$ cat config.mk
export PLATFORM = sky130hd
export DESIGN_NAME = tri_spread_ctl
export DESIGN_NICKNAME = d
export VERILOG_FILES = /design/src/rtl/tri_spread_pkg.sv /design/src/rtl/tri_spread_shadow.sv /design/src/rtl/tri_spread_seq.sv /design/src/rtl/tri_spread_ramp.sv /design/src/rtl/tri_spread_ctl.sv
export SDC_FILE = /design/constraint.sdc
export NUM_CORES = 1
export LEC_CHECK = 0
export BUFFER_PORTS_ARGS = -buffer_cell sky130_fd_sc_hd__buf_2
export CAP_MARGIN = 20
export CORE_ASPECT_RATIO = 0.7
export CORE_MARGIN = 2
export CORE_UTILIZATION = 35
export DETAILED_ROUTE_END_ITERATION = 12
export GPL_TIMING_DRIVEN = 0
export MAX_ROUTING_LAYER = met4
export RECOVER_POWER = 25
export SYNTH_ARGS = -nofsm -noshare
export SYNTH_HDL_FRONTEND = slang
export SYNTH_SLANG_ARGS = --single-unit
$ cat constraint.sdc
create_clock -name clk -period 68.8 [get_ports clk]
set_input_delay 3.44 -clock clk [delete_from_list [all_inputs] [get_ports clk]]
set_output_delay 3.44 -clock clk [all_outputs]
set_load 0.02 [all_outputs]
$ cat src/rtl/tri_spread_pkg.sv
package tri_spread_pkg;
  localparam int unsigned DEF_PER_W = 11;
  localparam int unsigned DEF_AMP_W = 11;
  localparam int unsigned DEF_MOD_W = 13;
  localparam int unsigned MIN_HALF  = 2;

  typedef enum logic {
    DIR_DOWN = 1'b0,
    DIR_UP   = 1'b1
  } ramp_dir_e;
endpackage

$ cat src/rtl/tri_spread_shadow.sv
module tri_spread_shadow #(
  parameter int unsigned HALF_W = 10,
  parameter int unsigned AMP_W  = 11,
  parameter int unsigned MOD_W  = 13
) (
  input  logic              clk,
  input  logic              rst_n,
  input  logic              load,
  input  logic [HALF_W-1:0] half_d,
  input  logic [AMP_W-1:0]  amp_d,
  input  logic [MOD_W-1:0]  mod_d,
  output logic [HALF_W-1:0] half_q,
  output logic [AMP_W-1:0]  amp_q,
  output logic [MOD_W-1:0]  mod_q
);
  always_ff @(posedge clk or negedge rst_n) begin
    if (!rst_n) begin
      half_q <= '0;
      amp_q  <= '0;
      mod_q  <= '0;
    end else if (load) begin
      half_q <= half_d;
      amp_q  <= amp_d;
      mod_q  <= mod_d;
    end
  end
endmodule

$ cat src/rtl/tri_spread_seq.sv
module tri_spread_seq
  import tri_spread_pkg::*;
#(
  parameter  int unsigned PER_W  = 11,
  localparam int unsigned HALF_W = PER_W - 1
) (
  input  logic              clk,
  input  logic              rst_n,
  input  logic              enable,
  input  logic              tick,
  input  logic [HALF_W-1:0] cfg_half,
  input  logic [HALF_W-1:0] act_half,
  output logic              at_bound,
  output logic [HALF_W-1:0] eff_half,
  output logic              start_evt,
  output logic              step_evt,
  output logic              park_evt,
  output logic              go_up,
  output logic              dir_up,
  output logic              strobe
);
  logic [PER_W-1:0] cnt_q;
  ramp_dir_e        dir_q;
  logic             strobe_q;
  logic             cfg_ok;
  logic [PER_W-1:0] span;
  logic             last_step;

  assign at_bound  = (cnt_q == '0);
  assign cfg_ok    = (cfg_half >= HALF_W'(MIN_HALF));
  assign eff_half  = at_bound ? cfg_half : act_half;
  assign start_evt = tick && enable && at_bound && cfg_ok;
  assign park_evt  = tick && enable && at_bound && !cfg_ok;
  assign step_evt  = tick && enable && (!at_bound || cfg_ok);
  assign span      = {eff_half, 1'b0};
  assign go_up     = (cnt_q < {1'b0, eff_half});
  assign last_step = (cnt_q == span - PER_W'(1));

  always_ff @(posedge clk or negedge rst_n) begin
    if (!rst_n) begin
      cnt_q    <= '0;
      dir_q    <= DIR_DOWN;
      strobe_q <= 1'b0;
    end else if (!enable) begin
      cnt_q    <= '0;
      dir_q    <= DIR_DOWN;
      strobe_q <= 1'b0;
    end else begin
      strobe_q <= start_evt;
      if (park_evt) begin
        dir_q <= DIR_DOWN;
      end else if (step_evt) begin
        cnt_q <= last_step ? '0 : cnt_q + PER_W'(1);
        dir_q <= go_up ? DIR_UP : DIR_DOWN;
      end
    end
  end

  assign dir_up = (dir_q == DIR_UP);
  assign strobe = strobe_q;
endmodule

$ cat src/rtl/tri_spread_ramp.sv
module tri_spread_ramp #(
  parameter  int unsigned PER_W  = 11,
  parameter  int unsigned AMP_W  = 11,
  localparam int unsigned HALF_W = PER_W - 1,
  localparam int unsigned OFS_W  = AMP_W + 1,
  localparam int unsigned CW     = (AMP_W > PER_W) ? AMP_W : PER_W
) (
  input  logic                    clk,
  input  logic                    rst_n,
  input  logic                    enable,
  input  logic                    step,
  input  logic                    park,
  input  logic                    up,
  input  logic [HALF_W-1:0]       half,
  input  logic [AMP_W-1:0]        amp,
  output logic signed [OFS_W-1:0] offset
);
  typedef struct packed {
    logic [AMP_W-1:0]  level;
    logic [HALF_W-1:0] rem;
  } ramp_st_t;

  // One step of level += / -= amp/half, the fraction kept in rem.
  function automatic ramp_st_t next_state(input ramp_st_t cur,
                                          input logic [HALF_W-1:0] h,
                                          input logic [AMP_W-1:0] a,
                                          input logic dir_up);
    logic [CW-1:0] hd, q, r, s, delta;
    ramp_st_t nx;
    hd = (h == '0) ? CW'(1) : CW'(h);
    q  = CW'(a) / hd;
    r  = CW'(a) % hd;
    s  = CW'(cur.rem) + r;
    if (s >= hd) begin
      s     = s - hd;
      delta = q + CW'(1);
    end else begin
      delta = q;
    end
    nx.rem   = HALF_W'(s);
    nx.level = dir_up ? cur.level + AMP_W'(delta) : cur.level - AMP_W'(delta);
    return nx;
  endfunction

  // Map level in [0, a] onto the centred range [-a, +a].
  function automatic logic signed [OFS_W-1:0] centred(input logic [AMP_W-1:0] lvl,
                                                      input logic [AMP_W-1:0] a);
    logic signed [OFS_W:0] t;
    t = $signed({1'b0, lvl, 1'b0}) - $signed({2'b00, a});
    return $signed(t[OFS_W-1:0]);
  endfunction

  ramp_st_t st_q, st_nx;
  logic signed [OFS_W-1:0] offset_q;

  always_comb st_nx = next_state(st_q, half, amp, up);

  always_ff @(posedge clk or negedge rst_n) begin
    if (!rst_n) begin
      st_q     <= '0;
      offset_q <= '0;
    end else if (!enable || park) begin
      st_q     <= '0;
      offset_q <= '0;
    end else if (step) begin
      st_q     <= st_nx;
      offset_q <= centred(st_nx.level, amp);
    end
  end

  assign offset = offset_q;
endmodule

$ cat src/rtl/tri_spread_ctl.sv
module tri_spread_ctl
  import tri_spread_pkg::*;
#(
  parameter  int unsigned PER_W  = DEF_PER_W,
  parameter  int unsigned AMP_W  = DEF_AMP_W,
  parameter  int unsigned MOD_W  = DEF_MOD_W,
  localparam int unsigned HALF_W = PER_W - 1,
  localparam int unsigned OFS_W  = AMP_W + 1
) (
  input  logic                    clk,
  input  logic                    rst_n,
  input  logic                    tick,
  input  logic                    ss_en_n,
  input  logic [PER_W-1:0]        cfg_period,
  input  logic [AMP_W-1:0]        cfg_amp,
  input  logic [MOD_W-1:0]        cfg_mod,
  output logic signed [OFS_W-1:0] offset_o,
  output logic                    dir_up_o,
  output logic                    period_start_o,
  output logic [MOD_W-1:0]        mod_o
);
  logic              enable;
  logic [HALF_W-1:0] cfg_half, act_half, eff_half;
  logic [AMP_W-1:0]  act_amp, eff_amp;
  logic              at_bound, start_evt, step_evt, park_evt, go_up;

  assign enable   = !ss_en_n;
  assign cfg_half = cfg_period[PER_W-1:1];
  assign eff_amp  = at_bound ? cfg_amp : act_amp;

  tri_spread_seq #(.PER_W(PER_W)) u_seq (
    .clk       (clk),
    .rst_n     (rst_n),
    .enable    (enable),
    .tick      (tick),
    .cfg_half  (cfg_half),
    .act_half  (act_half),
    .at_bound  (at_bound),
    .eff_half  (eff_half),
    .start_evt (start_evt),
    .step_evt  (step_evt),
    .park_evt  (park_evt),
    .go_up     (go_up),
    .dir_up    (dir_up_o),
    .strobe    (period_start_o)
  );

  tri_spread_shadow #(.HALF_W(HALF_W), .AMP_W(AMP_W), .MOD_W(MOD_W)) u_shadow (
    .clk    (clk),
    .rst_n  (rst_n),
    .load   (start_evt),
    .half_d (cfg_half),
    .amp_d  (cfg_amp),
    .mod_d  (cfg_mod),
    .half_q (act_half),
    .amp_q  (act_amp),
    .mod_q  (mod_o)
  );

  tri_spread_ramp #(.PER_W(PER_W), .AMP_W(AMP_W)) u_ramp (
    .clk    (clk),
    .rst_n  (rst_n),
    .enable (enable),
    .step   (step_evt),
    .park   (park_evt),
    .up     (go_up),
    .half   (eff_half),
    .amp    (eff_amp),
    .offset (offset_o)
  );
endmodule

Word level (Yosys, flattened, before mapping):

Cells that the tools add are included.

* add/sub/neg operators: 8
* divide/modulo/power cells: 2
* order comparisons: 3
* equal/unequal tests: 2
* multiplexer cells: 19
* reductions and logical operators: 16

Operators with widths (number)
* 2-to-1 mux 11 bit: 7
* 2-to-1 mux 21 bit: 2
* 2-to-1 mux 10 bit: 3
* 2-to-1 mux 12 bit: 2
* adder 11 x 1 -> 11 bit, second input constant: 2
* subtractor 12 x 11 -> 12 bit: 1
* adder 10 x 11 -> 11 bit: 1
* adder 11 bit: 1
* divider 11 x 11 -> 11 bit: 1
* equality test 11 bit: 1
* >= comparator 11 x 10 -> 1 bit: 1
* logical NOT 11 bit: 1
* < comparator 11 x 10 -> 1 bit: 1
* modulo 11 x 11 -> 11 bit: 1
* subtractor 11 x 1 -> 11 bit, second input constant: 1
* subtractor 11 bit: 1
* >= comparator 10 x 2 -> 1 bit, second input constant: 1
* logical NOT 10 bit: 1
* subtractor 10 bit: 1
* logical AND 1 bit: 5
* 2-to-1 mux 1 bit: 5
* nonzero test 2 bit: 2
* logical NOT 1 bit: 3
* nonzero test 3 bit: 1
* 3 further kinds: 4

* bits in registers: 80
* output and inout port bits: 27
* logic and storage cells: 59

Logic depth before layout (Yosys ltp):

* depth after elaboration: 13
* gate-level depth with buffers: 139
* depth with buffers taken out: 131

Cells and area by module:

Synthesis repeated with hierarchy kept, for this count alone.

* cells, all modules: 1161
* area, all modules: 9994.6 µm²

Modules (own cells, without submodules)
* tri_spread_ramp: times used 1, cells an instance 862, area an instance 6666.4 µm², seq. area each 825.8 µm²
* tri_spread_seq: times used 1, cells an instance 214, area an instance 1734.2 µm², seq. area each 325.3 µm²
* tri_spread_shadow: times used 1, cells an instance 72, area an instance 1417.6 µm², seq. area each 850.8 µm²
* tri_spread_ctl: times used 1, cells an instance 13, area an instance 176.4 µm², seq. area each 0.0 µm²

Worst setup path before layout:

OpenSTA, ideal clock, no wires.

* path type: input -> register
* start point: in cfg_period[2]
* end point: reg u_ramp.offset_q[11] (netlist: u_ramp.offset[11])
* arrival time: 28.678 ns
* data required time: 68.734 ns
* setup slack: 40.056 ns
* cell stages on the path: 118
* path through: mux2i_1 -> ha_1 -> nand3_1 -> nor4_1 -> or3_1 -> clkbuf_1 -> a32oi_1 -> ha_1 -> or3_1 -> nand3_1 -> nor3_1 -> nor4b_1 -> a221oi_2 -> ha_1 -> o21a_1 -> o21ai_0 -> buf_2 -> mux2i_1 -> [82 not listed] -> inv_1 -> ha_1 -> nor2b_1 -> o21ai_0 -> nand2b_1 -> a21o_1 -> a21o_1 -> a21o_1 -> a21o_1 -> xor2_1 -> ha_1 -> o41ai_1 -> nor2_1 -> a211oi_1 -> nand2_1 -> or4_1 -> o2111ai_1 -> a22o_1

* cells in the longest elaborated chain, start to end: 12

RTL lines
* start, declared: RTL line tri_spread_ctl.sv:14 `input logic [PER_W-1:0] cfg_period,`
* 2-to-1 mux 10 bit: RTL line tri_spread_seq.sv:31 `assign eff_half = at_bound ? cfg_half : act_half;`
* logical NOT 10 bit: RTL line tri_spread_ramp.sv:30 `hd = (h == '0) ? CW'(1) : CW'(h);`
* 2-to-1 mux 10 bit: RTL line tri_spread_ramp.sv:30
* modulo 11 x 11 -> 11 bit: RTL line tri_spread_ramp.sv:32 `r = CW'(a) % hd;`
* adder 10 x 11 -> 11 bit: RTL line tri_spread_ramp.sv:33 `s = CW'(cur.rem) + r;`
* >= comparator 11 x 10 -> 1 bit: RTL line tri_spread_ramp.sv:34 `if (s >= hd) begin`
* 2-to-1 mux 11 bit: RTL line tri_spread_ramp.sv:34
* subtractor 11 bit / adder 11 bit (equally long branches): RTL line tri_spread_ramp.sv:41 `nx.level = dir_up ? cur.level + AMP_W'(delta) : cur.level - AMP_W'(delta);`
* 2-to-1 mux 11 bit: RTL line tri_spread_ramp.sv:41
* subtractor 12 x 11 -> 12 bit: RTL line tri_spread_ramp.sv:49 `t = $signed({1'b0, lvl, 1'b0}) - $signed({2'b00, a});`
* 2-to-1 mux 12 bit: RTL line tri_spread_ramp.sv:65 `end else if (step) begin`
* 2-to-1 mux 12 bit: RTL line tri_spread_ramp.sv:62 `end else if (!enable || park) begin`
* end signal, assigned: RTL line tri_spread_ramp.sv:67 `offset_q <= centred(st_nx.level, amp);`
* end, declared: RTL line tri_spread_ramp.sv:54 `logic signed [OFS_W-1:0] offset_q;`

Several ways; a longest one is shown, not always the timed one. The select of a mux whose other input is x is not followed.
A chain may end at the register's enable or synchronous reset.

Worst setup path in the final report:

Ends and elaborated chain as after synthesis.

==> flow_metrics.env <==
export IMPL_status="finished with violations"
export IMPL_violations="max-capacitance violations, max-slew violations"
export IMPL_ys_warnings_count=0
export IMPL_yosys_register_bits=80
export IMPL_routed_via_density=5.567
export IMPL_cts_max_path_buffers=2
export IMPL_min_period_ns=35.12
export IMPL_cts_num_sinks=80
export IMPL_netlist_instances=1153
export IMPL_synth_top_area_frac=0.2070
export IMPL_layout_setup_ws_ns=33.68
export IMPL_die_h_um=143.1
export IMPL_core_area_sq_mm=0.02696
export IMPL_grt_first_pass_wirelength_mm=46.28
export IMPL_grt_overflow=0
export IMPL_globalRouteTotalUtil=0.2100
export IMPL_start_kind="input pin"
export IMPL_max_slew_margin=-1.049
export IMPL_die_w_um=202.7
export IMPL_ios=66
export IMPL_grt_pass1_vias=8379
export IMPL_cp_arrival_ns=35.41
export IMPL_postRouteAntennaNets=0
export IMPL_rsz0062_at_grt="false"
export IMPL_routed_wl_mm=29.05
export IMPL_synth_nets=1317
export IMPL_netlist_top_cells_count="ha_1 (120), nor2_1 (90), nand2_1 (87), o21ai_0 (87), dfrtp_1 (80)"
export IMPL_synth_edf_count=0
export IMPL_critPathSlowestCell="a41oi_1"
export IMPL_crit_path_max_fanout=10
export IMPL_setup_tns_final_ns=0
export IMPL_nets=1400
export IMPL_yosysMostFrequentCell="ha_1"
export IMPL_crit_required_ns=69.09
export IMPL_synth_area_leaders="dfrtp_1 (21%), ha_1 (16%), mux2_2 (7.0%)"
export IMPL_root_buffer="clkbuf_16"
export IMPL_ff2ff_setup_slack_ns=34.54
export IMPL_fin_worst_skew_ns=0.008999
export IMPL_hp_class="register to register"
export IMPL_critPathCaptureType="register"
export IMPL_synthArstFlopShare=1.000
export IMPL_ys_types=76
export IMPL_setup_viol=0
export IMPL_drive_above_1_share=0.1434
export IMPL_cpMostUsedCell="ha_1"
export IMPL_cts_tree="yes"
export IMPL_holdPathStages=2
export IMPL_yosys_area_top_type="dfrtp_1"
export IMPL_fin_crit_sh=0.5104
export IMPL_dr_pass1_iters=5
export IMPL_clk_latency_ns=0.36
export IMPL_cts_htree_levels=3
export IMPL_cts_buffers=9
export IMPL_cts_clk_slew_worst_paths_ns=0.07
export IMPL_wire_per_inst_um=18.09
export IMPL_max_slew_worst_pin_slew_ns=3.073
export IMPL_hold_buffers=0
export IMPL_avgSynthCellArea_sq_um=8.387
export IMPL_r2r_start="u_seq.cnt_q[1]"
export IMPL_die_area_sq_mm=0.02900
export IMPL_port_buffers=63
export IMPL_synth_cell_area_sq_mm=0.009671
export IMPL_postCtsSetupBuffers=0
export IMPL_cap_violations=2
export IMPL_slowest_delay_ns=0.80
export IMPL_place_congestion=0.8874
export IMPL_dp_slack_ns=33.95
export IMPL_rows=50
export IMPL_syn_to_final_growth_pct=12.25
export IMPL_reg2reg_to="u_ramp.offset[11]"
export IMPL_synthFlopType="dfrtp_1"
export IMPL_drc=0
export IMPL_dp_hpwl_mm=23.39
export IMPL_hold_path_end="u_ramp.offset[7]"
export IMPL_antenna_found_initial=0
export IMPL_report_final_slew_viol_count=83
export IMPL_worstHoldStart="u_ramp.offset[7]"
export IMPL_routed_via_count=8940
export IMPL_ff2ff_path_depth=127
export IMPL_start_util=0.3587
export IMPL_clock_fmax_mhz=28.48
export IMPL_critPathKind="input pin to register"
export IMPL_cts_resized=0
export IMPL_hold_viol_final=0
export IMPL_grt_start_max_net_pins=55
export IMPL_drt_iter0_drc=723
export IMPL_yosysSeqAreaShare=0.2070
==> through the flow <==
stage,instance area [sq um],utilization,std cells,hold slack [ns]
floorplan,9671,-,1153,0.4498
CTS,10880,0.4035,1605,0.4871
detailed placement,10570,0.3919,1589,0.4698
finish,10860,0.4026,1606,0.4809
global route,10850,0.4025,1605,0.5075
global placement,10440,0.3872,1580,0.4640
==> final cells by class <==
type | count | area [sq um]
fillers | 2747 | 16110
multi-input cells | 991 | 7372
flip-flops and latches | 80 | 2002
well taps | 364 | 455.4
repair buffers | 72 | 397.9
clock buffers | 10 | 239.0
inverters | 52 | 195.2
plain buffers | 30 | 116.4
clock inverters | 6 | 75.07
diodes | 1 | 2.502
==> registers in the layout, summed over array words and instances (netlist names) <==
signal / cells
u_shadow.mod_q: 13
u_seq.cnt_q: 11
u_seq.strobe: 1
u_shadow.amp_q: 11
u_seq.dir_up: 1
u_shadow.half_q: 10
u_ramp.offset: 12
u_ramp.st_q: 21
==> worst max-delay path: cells and delay by family <==
family,cells,cell delay [ns]
mux,7,2.56
xor+xnor,5,1.07
compound gates,57,13.01
fa+ha+maj,18,6.01
simple gates,24,4.96
buf+inv,12,4.31
==> how the worst max path moves through the flow <==
stage,from,end,slack [ns],cells past startpoint
2_1_floorplan,cfg_period[2],u_ramp.offset[11],40.06,118
3_3_place_gp,cfg_period[2],u_ramp.offset[11],33.98,120
3_5_place_dp,cfg_period[2],u_ramp.offset[11],33.95,123
4_1_cts,cfg_period[2],u_ramp.offset[11],34.13,123
5_1_grt,cfg_period[2],u_ramp.offset[11],31.27,123
6_report,cfg_period[2],u_ramp.offset[11],33.68,123
==> layout by cell type, fill, tap and decap left out, types with 4 or more instances in the layout <==
master,count
clkbuf_1,26
mux2i_2,4
dfrtp_1,80
and3_1,8
ha_1,120
a21o_1,28
nand3_1,28
nand2b_1,16
a31oi_1,7
or3_1,9
o31ai_1,8
xnor2_1,67
o21bai_1,9
inv_1,51
and2_1,4
o211ai_1,7
fa_1,5
nor2b_1,14
nor2_1,90
a21oi_1,73
or2_2,9
nor4_1,13
nand2_1,87
o22ai_1,4
mux2i_1,41
mux2_2,60
clkbuf_16,9
buf_6,4
or4_1,5
xor2_1,39
o21ai_0,87
nand4_1,13
buf_2,66
a22o_1,14
nor3_1,35
o21a_1,24
==> cell families (layout without fill, tap and decap cells) <==
kind of cell,Yosys count,after routing,synth area share
xor+xnor,106,106,0.09600
compound gates,303,303,0.2021
simple gates,352,352,0.1806
mux,105,105,0.1164
other cells,0,1,0
flops,80,80,0.2070
fa+ha+maj,125,125,0.1656
buf+inv,82,170,0.03222
==> metal layers <==
metal | vias up | share of wire | GRT usage
met3 | 22 | 0.061 | 0.02305
li1 | 4407 | - | -
met4 | 0 | 0.011 | 0.04687
met1 | 4237 | 0.53 | 0.3196
met5 | - | 0 | -
met2 | 274 | 0.40 | 0.2925
Power is not shown: default switching activity piles up to over one toggle a cycle in this logic, so the estimate is an artifact.
